$ cat config.mk
export PLATFORM = sky130hd
export DESIGN_NAME = spinup_seq
export DESIGN_NICKNAME = d
export VERILOG_FILES = /design/src/rtl/spinup_pkg.sv /design/src/rtl/spinup_mode_fsm.sv /design/src/rtl/spinup_ramp.sv /design/src/rtl/spinup_seq.sv
export SDC_FILE = /design/constraint.sdc
export NUM_CORES = 1
export LEC_CHECK = 0
export BUFFER_PORTS_ARGS = -buffer_cell sky130_fd_sc_hd__buf_2
export CAP_MARGIN = 25
export CORE_UTILIZATION = 25
export DETAILED_ROUTE_END_ITERATION = 8
export GPL_TIMING_DRIVEN = 0
export SKIP_LAST_GASP = 1
export SLEW_MARGIN = 20
export SYNTH_ARGS = -nofsm -noshare
export SYNTH_HDL_FRONTEND = slang
export SYNTH_SLANG_ARGS = --single-unit
$ cat constraint.sdc
create_clock -name clk -period 3.1 [get_ports clk]
set_clock_uncertainty 0.05 [all_clocks]
set_input_delay 0 -clock clk [delete_from_list [all_inputs] [get_ports clk]]
set_output_delay 0 -clock clk [all_outputs]
set_load 0.05 [all_outputs]
$ cat src/rtl/spinup_pkg.sv
package spinup_pkg;

    typedef enum logic [1:0] {
        MODE_ALIGN = 2'b00,
        MODE_RAMP  = 2'b01,
        MODE_RUN   = 2'b10
    } spin_mode_e;

    // Control handed from the mode machine to the ramp generator
    typedef struct packed {
        logic clear;   // reset or fault: zero everything
        logic load;    // entering ramp: load initial rate
        logic step;    // in ramp: advance phase and rate
        logic hold;    // in run: keep handover rate
    } ramp_ctl_t;

endpackage

$ cat src/rtl/spinup_mode_fsm.sv
module spinup_mode_fsm
    import spinup_pkg::*;
#(
    parameter int TW = 16
) (
    input  logic          clk,
    input  logic          rst,
    input  logic          fault,
    input  logic [TW-1:0] align_len,
    input  logic [TW-1:0] ramp_len,
    output spin_mode_e    mode,
    output ramp_ctl_t     ctl
);

    logic [TW-1:0] cnt;
    logic [TW:0]   cnt_nx;
    logic [TW-1:0] cur_len;
    logic          expire;
    logic          kill;

    assign kill    = rst | fault;
    assign cnt_nx  = {1'b0, cnt} + {{TW{1'b0}}, 1'b1};
    assign cur_len = (mode == MODE_RAMP) ? ramp_len : align_len;
    assign expire  = (cnt_nx >= {1'b0, cur_len});

    always_comb begin
        ctl.clear = kill;
        ctl.load  = !kill && (mode == MODE_ALIGN) && expire;
        ctl.step  = !kill && (mode == MODE_RAMP);
        ctl.hold  = !kill && (mode == MODE_RUN);
    end

    always_ff @(posedge clk) begin
        if (kill) begin
            mode <= MODE_ALIGN;
            cnt  <= '0;
        end else begin
            unique case (mode)
                MODE_ALIGN: begin
                    if (expire) begin
                        mode <= MODE_RAMP;
                        cnt  <= '0;
                    end else begin
                        cnt <= cnt_nx[TW-1:0];
                    end
                end
                MODE_RAMP: begin
                    if (expire) begin
                        mode <= MODE_RUN;
                        cnt  <= '0;
                    end else begin
                        cnt <= cnt_nx[TW-1:0];
                    end
                end
                MODE_RUN: begin
                    cnt <= '0;
                end
                default: begin
                    mode <= MODE_ALIGN;
                    cnt  <= '0;
                end
            endcase
        end
    end

    // only the three defined codes
    assert_mode_legal_R9: assert property (@(posedge clk) disable iff (rst)
        (mode == MODE_ALIGN || mode == MODE_RAMP || mode == MODE_RUN));

    // fault forces align with a cleared timer
    assert_fault_to_align_R8: assert property (@(posedge clk) disable iff (rst)
        fault |=> (mode == MODE_ALIGN && cnt == '0));

    // align can only be left towards ramp
    assert_align_exit_R2: assert property (@(posedge clk) disable iff (rst)
        (mode == MODE_ALIGN && !fault) |=> (mode == MODE_ALIGN || mode == MODE_RAMP));

    // run persists until a fault
    assert_run_sticky_R6: assert property (@(posedge clk) disable iff (rst)
        (mode == MODE_RUN && !fault) |=> (mode == MODE_RUN));

endmodule

$ cat src/rtl/spinup_ramp.sv
module spinup_ramp
    import spinup_pkg::*;
#(
    parameter int PW = 16
) (
    input  logic          clk,
    input  ramp_ctl_t     ctl,
    input  logic [PW-1:0] init_rate,
    input  logic [PW-1:0] accel,
    output logic [PW-1:0] rate,
    output logic          tick
);

    localparam logic [PW-1:0] RATE_MAX = '1;

    logic [PW-1:0] phase;
    logic [PW:0]   ph_sum;
    logic [PW:0]   rt_sum;
    logic [PW-1:0] rate_nx;

    assign ph_sum  = {1'b0, phase} + {1'b0, rate};
    assign rt_sum  = {1'b0, rate} + {1'b0, accel};
    assign rate_nx = rt_sum[PW] ? RATE_MAX : rt_sum[PW-1:0];

    always_ff @(posedge clk) begin
        if (ctl.clear) begin
            rate  <= '0;
            phase <= '0;
            tick  <= 1'b0;
        end else if (ctl.load) begin
            rate  <= init_rate;
            phase <= '0;
            tick  <= 1'b0;
        end else if (ctl.step) begin
            phase <= ph_sum[PW-1:0];
            tick  <= ph_sum[PW];
            rate  <= rate_nx;
        end else begin
            tick  <= 1'b0;
        end
    end

    // rate never falls while ramping
    assert_rate_rises_R3: assert property (@(posedge clk) disable iff (ctl.clear)
        ctl.step |=> (rate >= $past(rate)));

    // saturated rate stays at the ceiling
    assert_no_overflow_R4: assert property (@(posedge clk) disable iff (ctl.clear)
        (ctl.step && rate == RATE_MAX) |=> (rate == RATE_MAX));

    // handover value is frozen during run
    assert_handover_stable_R7: assert property (@(posedge clk) disable iff (ctl.clear)
        ctl.hold |=> $stable(rate));

endmodule

$ cat src/rtl/spinup_seq.sv
module spinup_seq
    import spinup_pkg::*;
#(
    parameter int TW = 16,
    parameter int PW = 16
) (
    input  logic          clk,
    input  logic          rst,
    input  logic [TW-1:0] align_len,
    input  logic [TW-1:0] ramp_len,
    input  logic [PW-1:0] rate_init,
    input  logic [PW-1:0] rate_accel,
    input  logic          uv_fault,
    input  logic          loop_tick,
    output logic          comm_tick,
    output logic          comm_reset,
    output logic [1:0]    mode_o,
    output logic          sense_en,
    output logic          speed_en,
    output logic [PW-1:0] rate_o
);

    spin_mode_e mode;
    ramp_ctl_t  ctl;
    logic       ramp_tick;

    spinup_mode_fsm #(.TW(TW)) fsm_i (
        .clk       (clk),
        .rst       (rst),
        .fault     (uv_fault),
        .align_len (align_len),
        .ramp_len  (ramp_len),
        .mode      (mode),
        .ctl       (ctl)
    );

    spinup_ramp #(.PW(PW)) ramp_i (
        .clk       (clk),
        .ctl       (ctl),
        .init_rate (rate_init),
        .accel     (rate_accel),
        .rate      (rate_o),
        .tick      (ramp_tick)
    );

    assign comm_tick  = (mode == MODE_RUN) ? loop_tick : ramp_tick;
    assign comm_reset = (mode == MODE_ALIGN);
    assign sense_en   = (mode == MODE_RUN);
    assign speed_en   = (mode == MODE_RUN);
    assign mode_o     = mode;

    // in run the tick is the loop's tick
    assert_loop_drives_tick_R6: assert property (@(posedge clk) disable iff (rst)
        (mode_o == 2'b10) |-> (comm_tick == loop_tick));

endmodule

# Yosys cells after proc, flatten, opt, wreduce, memory -nomap -nowiden
# Cells that the tools add are included.
# word_totals
register_bits,51
elab_cells,36
in_bits,68
output_inout_bits,22
# op_classes
reduce_logical,11
muxes,8
n_bitwise,4
magnitude_cmp,1
n_addsub,3
eq_ne,4
# op_table
cell,count
$mux 16,4
$add 16x16->17,2
$add 16x1->17 const B,1
$ge 17x16->1,1
$pmux 2 s3,1
$reduce_or 3->1,2
$mux 2,2
$ne 2x1->1 const B,2
$reduce_or 2->1,2
$logic_and 1x1->1,3
$not 1->1,3
$reduce_and 3->1,1
$eq 2x1->1 const B,1
$eq 2x2->1 const B,1
$logic_not 2->1,1
$reduce_bool 2->1,1
$logic_not 1->1,1
$mux 1,1
$or 1x1->1,1

# Longest topological paths before layout
# Gate-level depths: netlist (run 1).
# logic_depth
word_depth,5
mapped_depth,14

# By module
# A second synthesis (run 1) with hierarchy kept.
# unflattened
hier_cells,473
area_unflattened_um2,4295.4
# modules_own_cells
mod,cells_each,area_each_um2,seq_area_each_um2,instances
spinup_ramp,328,2817.7,660.6,1
spinup_mode_fsm,141,1437.6,360.3,1
spinup_seq,4,40.0,0.0,1

# Worst setup path after synthesis (run 1)
# Ideal clock, no wire load.
# synth_path
path_kind,reg2reg
start,register fsm_i.mode[1]
end,register fsm_i.cnt[10]
arrival_ns,3.598
path_stages_with_launch,13
n_path_buf,3
required_time_ns,2.985
period_less_slack_ns,3.713
path_slack_ns,-0.613
path_cell_list,dfxtp_1 nand2b_1 clkbuf_1 clkbuf_1 mux2i_1 ha_1 a211oi_1 o211ai_1 a31oi_1 nand3_1 or3_1 buf_2 nor2b_1
# synth_between
elab_chain_len,4
elab_cells_between_ends,7
classes_between,order compare (1); eq/ne (1); mux (1); bitwise (1); reduce/logical (3)
# synth_lines
element,line,rtl
from (decl),spinup_mode_fsm.sv:11,"output spin_mode_e mode,"
from (signal assigned),spinup_mode_fsm.sv:35,mode <= MODE_ALIGN;
from (signal assigned),spinup_mode_fsm.sv:41,mode <= MODE_RAMP;
from (signal assigned),spinup_mode_fsm.sv:49,mode <= MODE_RUN;
$eq 2x1->1 / $logic_not 2->1 (equally long branches),"spinup_mode_fsm.sv:23, spinup_mode_fsm.sv:38",
$mux 16 / $reduce_or 2->1 (equally long branches),-,
$ge 17x16->1 / $not 1->1 (equally long branches),-,
$reduce_or 3->1 (no line) *,-,
to (signal assigned),spinup_mode_fsm.sv:44,cnt <= cnt_nx[TW-1:0];
to (signal assigned),spinup_mode_fsm.sv:52,cnt <= cnt_nx[TW-1:0];
to (decl),spinup_mode_fsm.sv:15,logic [TW-1:0] cnt;
# Every way passes the cells marked *; elsewhere a longest branch is shown, timed or not.
# A chain may end at the register's enable or synchronous reset.

# Worst setup path in the final report (run 1)
# layout_path
start,register fsm_i.cnt[0]
end,register fsm_i.cnt[15]
# layout_between
elab_chain_len,3
# layout_lines
element,line,rtl
$add 16x1->17,spinup_mode_fsm.sv:22,"assign cnt_nx = {1'b0, cnt} + {{TW{1'b0}}, 1'b1};"
named net fsm_i.cnt_nx[13],spinup_mode_fsm.sv:16,logic [TW:0] cnt_nx;
$ge 17x16->1,spinup_mode_fsm.sv:24,"assign expire = (cnt_nx >= {1'b0, cur_len});"
$reduce_or 3->1 (no line),-,
# The timed path passes the listed nets, and every way through them passes these cells.

==> summary.md, run 1 <==
| Metric | Value |
|---|---|
| Status | completed |
| Routed WL | 12.4 mm |
| Total net switching power | 0.000352 W |
| Ports | 90 |
| Vias in the first global route | 3815 |
| Hold Vio Cnt, Final | 0 |
| Most frequent cells in the layout | 90 x buf_2, 45 x a21oi_1, 45 x ha_1 |
| Largest net degree at the start of global routing | 19 |
| Filler Cell Count | 1708 |
| Dpl hpwl | 9.29 mm |
| RSZ-0062 raised after global routing | true |
| Area of the die | 17100 µm² |
| CTS Sinks | 51 |
| Core footprint | 16000 µm² |
| Gr usage total | 0.141 |
| Arr. time, crit path | 3190 ps |
| H-tree levels | 2 |
| Comb power frac | 0.112 |
| Row cnt | 46 |
| Req. time, crit path | 3280 ps |
| Async SR Flop Fraction | 0 |
| Shortest period the worst path allows | 3010 ps |
| GRT overflow | 0 |
| Fin nets | 750 |
| Clock latency at the later pin of the worst-skew pair | 300 ps |
| Final antenna-violating net count | 0 |
| Syn avg cell area | 8.22 µm² |
| Register bit count reported by yosys | 51 |
| ANT cells | 0 |
| Yosys top cell by area | dfxtp_1 |
| Sw Ratio | 0.253 |
| P_leak | 2.46 nW |
| Drt pass-1 iters | 4 |
| Reg power frac | 0.469 |
| Worst setup EP type | flip-flop |
| Top cell type's share of synthesized area | 0.247 |
| Sequential fraction of the synthesis area | 0.247 |
| Pint | 0.00104 W |
| Clk root buf | clkbuf_16 |
| Pins Over Slew Limit | 0 |
| DR WL/cell | 14.6 µm |
| Cell Area, Placed | 4860 µm² |
| Layout cells sized above 1 | 0.291 |
| Post-route cell area | 5600 µm² |
| Max Cap Viol | 0 |
| Power, Total | 0.00139 W |
| First-pass GRT wire length | 18.8 mm |
| Synthesized Nets | 622 |
| CTS tree | built |
| Max Buffers Root-to-Sink | 2 |
| 1st-iter DRT viols | 152 |
| Clk network pwr share | 0.419 |
| Peak fanout along the critical path | 8 |
| CP Class | flip-flop to flip-flop |
| Fmax | 332 MHz |
| Setup TNS Final | 0 ps |
| HP Class | input pin to flip-flop |
| Initial antenna violation count | 0 |
| Commonest non-fill, non-tap cell in the layout | buf_2 |
| Synth area leaders | dfxtp_1 25%, ha_1 15%, a21oi_1 5.4%, xnor2_1 4.4%, mux2i_1 4.4% |
| Final setup violation count | 0 |
| Port bufs | 89 |
| PwrDens | 249 nW/µm² |
| Critical Path Source Type | flip-flop |
| Post-synth EDFFs | 0 |
| Peak VDD IR | 0.195 mV |
| Post-DR vias/cell | 4.91 |
| Ys flop type | dfxtp_1 |
| Chip width | 131 µm |
| Worst-margin pin slew | 562 ps |
| Placer Congestion | 0.820 |
| Die height | 131 µm |
| Post-Syn Instances | 503 |
| Mapped Area | 4130 µm² |
| Initial Utilization | 0.258 |
| Cell variety after synth | 62 |
| Slew headroom | 0.625 |
| Synth warnings | 0 |
| Tcrit/Tclk final | 0.971 |
| Vias | 4167 |
| Num CTS Buffers | 5 |
| Worst-path clk slew | 70 ps |
| Residual DRC | 0 |
| Area growth from synthesis to layout | 35.5% |
==> sequential cells by signal (all words and copies together) (netlist names) <==
signal,cells
fsm_i.cnt,16
ramp_i.phase,16
ramp_i.rate,16
fsm_i.mode,2
ramp_i.tick,1
==> what timing repair did <==
item,in CTS,in global routing
gates resized for setup,22,50
hold buffers,16,0
gates cloned,0,1
endpoints found under the hold margin,16,0
setup buffers,7,9
pin swaps,7,17
setup endpoints to repair,48,50
==> path summary, 6_finish.rpt <==
| path | startpoint | endpoint | slack [ps] | cells past startpoint |
|---|---|---|---|---|
| worst min-delay path | rst | ramp_i.phase[0] | 20 | 4 |
| worst max-delay path | fsm_i.cnt[0] | fsm_i.cnt[15] | 90 | 13 |
| worst min register to register | ramp_i.phase[11] | ramp_i.phase[11] | 410 | 2 |
| worst max register to register | fsm_i.cnt[0] | fsm_i.cnt[15] | 90 | 13 |
==> cell type report <==
| cell class | instances | area, µm² | share of cell area |
|---|---|---|---|
| timing repair buffer | 121 | 726 | 0.130 |
| multi-input combinational | 418 | 3190 | 0.570 |
| clock buffer | 5 | 125 | 0.0223 |
| sequential | 51 | 1050 | 0.187 |
| inverter | 18 | 67.6 | 0.0121 |
| tap | 216 | 270 | 0.0483 |
| buffer | 16 | 143 | 0.0255 |
| clock inverter | 3 | 26.3 | 0.00469 |
==> worst max-delay path, stage by stage, from the launching register on <==
cell and delay [ps]:
dfxtp_4 380, nand4_1 180, nor2_2 160, and3_4 220, buf_4 120, xor2_2 180
ha_1 270, o21ai_0 200, nand2b_1 100, a31oi_2 220, buf_4 150, nand3_2 100
or3_4 470, nor2b_1 140
==> cells in the mapped netlist, types with 3 or more instances <==
library cell and n:
mux2i_1 18, clkbuf_1 9, o21bai_1 4, nor3_1 18, a21o_1 6, a31oi_1 4, a211oi_1 8, xnor2_1 21
or2_2 3, nand3_2 3, nand3_1 14, inv_1 18, o21a_1 6, nor3b_1 4, o211ai_1 4, ha_1 49
nand2b_1 3, a22oi_1 16, a21oi_1 45, and3_1 7, o21ai_0 25, o22ai_1 4, nor2b_1 22, xor2_1 10
buf_2 3, buf_4 3, dfxtp_1 51, o31ai_1 4, nand2_1 43, nand4_1 3, nor2_1 34, nand3b_1 3
==> through the flow <==
stage,util,hold slack [ps],worst slack [ps],instances
2_1_floorplan,-,133,47.6,503
3_3_place_gp,0.304,259,-510,808
3_5_place_dp,0.304,254,-501,808
4_1_cts,0.331,6.35,-6.33,838
5_1_grt,0.350,54.7,-69.7,848
6_report,0.350,21.0,91.1,848
==> power groups by stage <==
stage	Combinational, W	Sequential (W)	Clock [W]
floorplan	0.0000657	0.000670	0
global placement	0.000130	0.000671	0
detailed placement	0.000130	0.000671	0
CTS	0.000148	0.000655	0.000599
global route	0.000173	0.000654	0.000622
finish	0.000157	0.000654	0.000583
==> per-layer routing <==
metal / wire [µm] / GRT usage / part of all wire / vias up
li1: - / - / - / 2114
met1: 5840 / 0.181 / 0.47 / 1911
met2: 5700 / 0.244 / 0.46 / 132
met3: 754 / 0.0285 / 0.061 / 10
met4: 99 / 0.0270 / 0.0080 / 0
met5: 0 / 0 / 0 / -
==> kinds of logic (layout without fill, tap and decap cells) <==
kind of cell,Yosys count,after routing,share of synthesized area
AO/OA/AOI/OAI,148,148,0.234
flip-flops,51,51,0.247
multiplexers,20,20,0.0490
adder cells (fa/ha/maj),51,51,0.158
buffers and inverters,35,163,0.0372
XOR/XNOR,31,31,0.0657
AND/OR/NAND/NOR,167,168,0.209
No activity file was read; power rests on OpenSTA's default activity.
==> inputs of run 2 (changes only) <==
--- a/config.mk
+++ b/config.mk
@@ -14,4 +14,5 @@
 export SLEW_MARGIN = 20
 export SYNTH_ARGS = -nofsm -noshare
 export SYNTH_HDL_FRONTEND = slang
+export SYNTH_HIERARCHICAL = 1
 export SYNTH_SLANG_ARGS = --single-unit
==> run 2 against run 1 <==
Effect of this change: sequential share of layout area is 0.46 points lower; critical path type unchanged; combinational power about the same; setup slack lost 160 ps; cell count fell by 3.3%; the flow now finishes with violations (negative setup slack).
==> summary.md, run 2 <==
| Metric | Value |
|---|---|
| Post-DR vias/cell | 4.76 |
| Port bufs | 89 |
| Placer Congestion | 0.755 |
| Area of the die | 17700 µm² |
| Routed WL | 11.5 mm |
| Compound-Gate Fraction of Synth Area | 0.218 |
| Critical Path Source Type | flip-flop |
| Tcrit/Tclk final | 1.02 |
| Chip width | 133 µm |
| Synth area leaders | dfxtp_1 24%, ha_1 14%, a21oi_1 5.4%, mux2i_1 4.7%, xnor2_1 3.9% |
| Yosys top cell by area | dfxtp_1 |
| Post-synthesis simple-gate area fraction | 0.218 |
| Failing checks | negative setup slack |
| Non-filler cells, final | 820 |
| Post-Syn Instances | 473 |
| Core footprint | 16700 µm² |
| Initial Utilization | 0.257 |
| PwrDens | 242 nW/µm² |
| Fmax | 316 MHz |
| Pre-CTS setup slack | -675 ps |
| Num CTS Buffers | 5 |
| Multi-input logic area | 3340 µm² |
| ANT cells | 0 |
| Most frequent cells in the layout | 89 x buf_2, 47 x ha_1, 44 x a21oi_1 |
| Top cell type's share of synthesized area | 0.238 |
| Synth Area in Adders | 0.152 |
| Worst setup EP type | flip-flop |
| Status | complete, but fails checks |
| Ys flop type | dfxtp_1 |
| Largest family of logic cells by synthesized area | compound AO/OA/AOI/OAI gates |
| Power, Total | 0.00138 W |
| Sequential fraction of the synthesis area | 0.238 |
| Shortest period the worst path allows | 3170 ps |
| Mapped Area | 4300 µm² |
| First-pass GRT wire length | 18.9 mm |
| Fin nets | 718 |
| Vias | 3900 |
| Ports | 90 |
| Final setup violation count | 16 |
| Layout cells sized above 1 | 0.353 |
| Post-synth EDFFs | 0 |
| Final antenna-violating net count | 0 |
| Gr usage total | 0.130 |
| Largest net degree at the start of global routing | 18 |
| Slowest-stage cell, CP | dfxtp_2 |
| Residual DRC | 0 |
| Max incr delay on CP | 320 ps |
| Clock latency at the later pin of the worst-skew pair | 290 ps |
| Max Cap Viol | 0 |
| Hold Vio Cnt, Final | 0 |
| Delay-heaviest family, CP | simple AND/OR/NAND/NOR gates |
| Placed insts | 782 |
| GRT overflow | 0 |
| Filler Cell Count | 1726 |
| Worst-path clk slew | 80 ps |
| Synth warnings | 6 |
| Bufs and invs on worst path | 1 |
| H-tree levels | 2 |
| CP Class | flip-flop to flip-flop |
| Cell Chain, Critical Path | and3_4 -> and3_4 -> and3_4 -> xor2_2 -> ha_1 -> nand4_1 -> nor3_2 -> a2111oi_4 -> o2111ai_4 -> and2_4 -> nor2_4 -> buf_6 -> and3_4 -> a211o_1 |
| DR WL/cell | 14.0 µm |
| Cell with the most instances after synthesis | dfxtp_1 |
| Peak fanout along the critical path | 5 |
| Peak VDD IR | 0.223 mV |
| Async SR Flop Fraction | 0 |
| Final core utilization | 0.342 |
| Slew headroom | 0.542 |
| HP Class | input pin to flip-flop |
| Register bit count reported by yosys | 51 |
| Die height | 133 µm |
| Synthesized Nets | 592 |
| Most common library cells after synthesis | 51 x dfxtp_1, 49 x ha_1, 46 x a21oi_1 |
| Max Buffers Root-to-Sink | 2 |
| Setup WS post-layout | -67.5 ps |
| Dpl hpwl | 8.74 mm |
| Pins Over Slew Limit | 0 |
| Sequential cell area | 1040 µm² |
| CTS tree | built |
| Req. time, crit path | 3230 ps |
| Row cnt | 47 |
| Worst-margin pin slew | 687 ps |
| 1st-iter DRT viols | 160 |
| Clk root buf | clkbuf_16 |
| Initial antenna violation count | 0 |
| Most frequent CP cell | and3_4 |
| Post-synthesis mux area share | 0.0580 |
| RSZ-0062 raised after global routing | true |
| Fin Hold WS | 119 ps |
| Syn avg cell area | 9.08 µm² |
| Commonest non-fill, non-tap cell in the layout | buf_2 |
| Vias in the first global route | 3743 |
| CTS Sinks | 51 |
| Cell variety after synth | 62 |
| Biggest regs | fsm_i/cnt: 16 flops, ramp_i/phase: 16 flops, ramp_i/rate: 16 flops |
| Drt pass-1 iters | 4 |
| Xor-xnor portion of the synthesized cell area | 0.0772 |
| Area growth from synthesis to layout | 32.9% |
| Arr. time, crit path | 3300 ps |
| P_leak | 2.69 nW |
run 2: cell types whose count changed after synthesis, sizes merged, moves of 4 or more:
cell    before  now
nand2       43   12
nor3b        4   28
nor2b       22    3
a22oi       16    1
a21o         6   20
inv         18    5
xor2        10   18
nand3       17   10
clkbuf       9   15
and3         7   12
nand4        4    9
nor3        18   13
o31ai        4    0
run 2: logic make-up after synthesis:
group | after synthesis
muxes | 24
adders and majority gates | 51
and+or+nand+nor | 149
DFF | 51
xor gates and xnor gates | 37
buffers and inverters | 27
AOI/OAI and AO/OA | 134
run 2: stage by stage:
step | TNS, ps | area, µm²
finish | -377 | 5710
global route | -4940 | 5710
CTS | -108 | 5660
detailed placement | -17140 | 5110
global placement | -17190 | 5110
floorplan | -1270 | 4390
run 2: timing repair:
item                                   4_1_cts  5_1_grt
setup endpoints to repair                   33       33
endpoints found under the hold margin       15        0
cloned                                       1        0
buffers inserted                            15        1
pin swaps                                   21        7
resized for setup                           37       11
hold buffers                                15        0
run 2: path summary, 6_finish.rpt:
kind                                       start               end  cells after the start  slack (ps)
worst min-delay path               rate_accel[0]    ramp_i/rate[0]                      4         120
worst min register to register  ramp_i/phase[13]  ramp_i/phase[13]                      2         440
worst max-delay path                fsm_i/cnt[2]  ramp_i/phase[11]                     14         -70
worst max register to register      fsm_i/cnt[2]  ramp_i/phase[11]                     14         -70
run 2: tightest hold or removal path, cell delays in order:
cell    delay, ps
buf_2          80
ha_1          130
nor3_2         40
nor3_2        150
run 2: routing by layer:
layer  up-vias  global-route usage  routed length (µm)
met1      1764               0.178                5670
met5         -                   0                   0
li1       2035                   -                   -
met3         2              0.0134                 410
met2        99               0.220                5310
met4         0              0.0249                  61
run 2: cell type report:
| class | instances | area share |
|---|---|---|
| inverters | 5 | 0.00329 |
| multi-input cells | 396 | 0.586 |
| flip-flops and latches | 51 | 0.183 |
| plain buffers | 20 | 0.0283 |
| repair buffers | 120 | 0.126 |
| clock buffers | 5 | 0.0219 |
| well taps | 220 | 0.0482 |
| clock inverters | 3 | 0.00395 |
run 2: where the power goes:
group | leakage (nW) | switching, W | internal [W]
clock | 0.0746 | 0.000260 | 0.000304
sequential | 0.417 | 0.00000165 | 0.000654
combinational | 2.20 | 0.0000745 | 0.0000849
total | 2.69 | 0.000336 | 0.00104
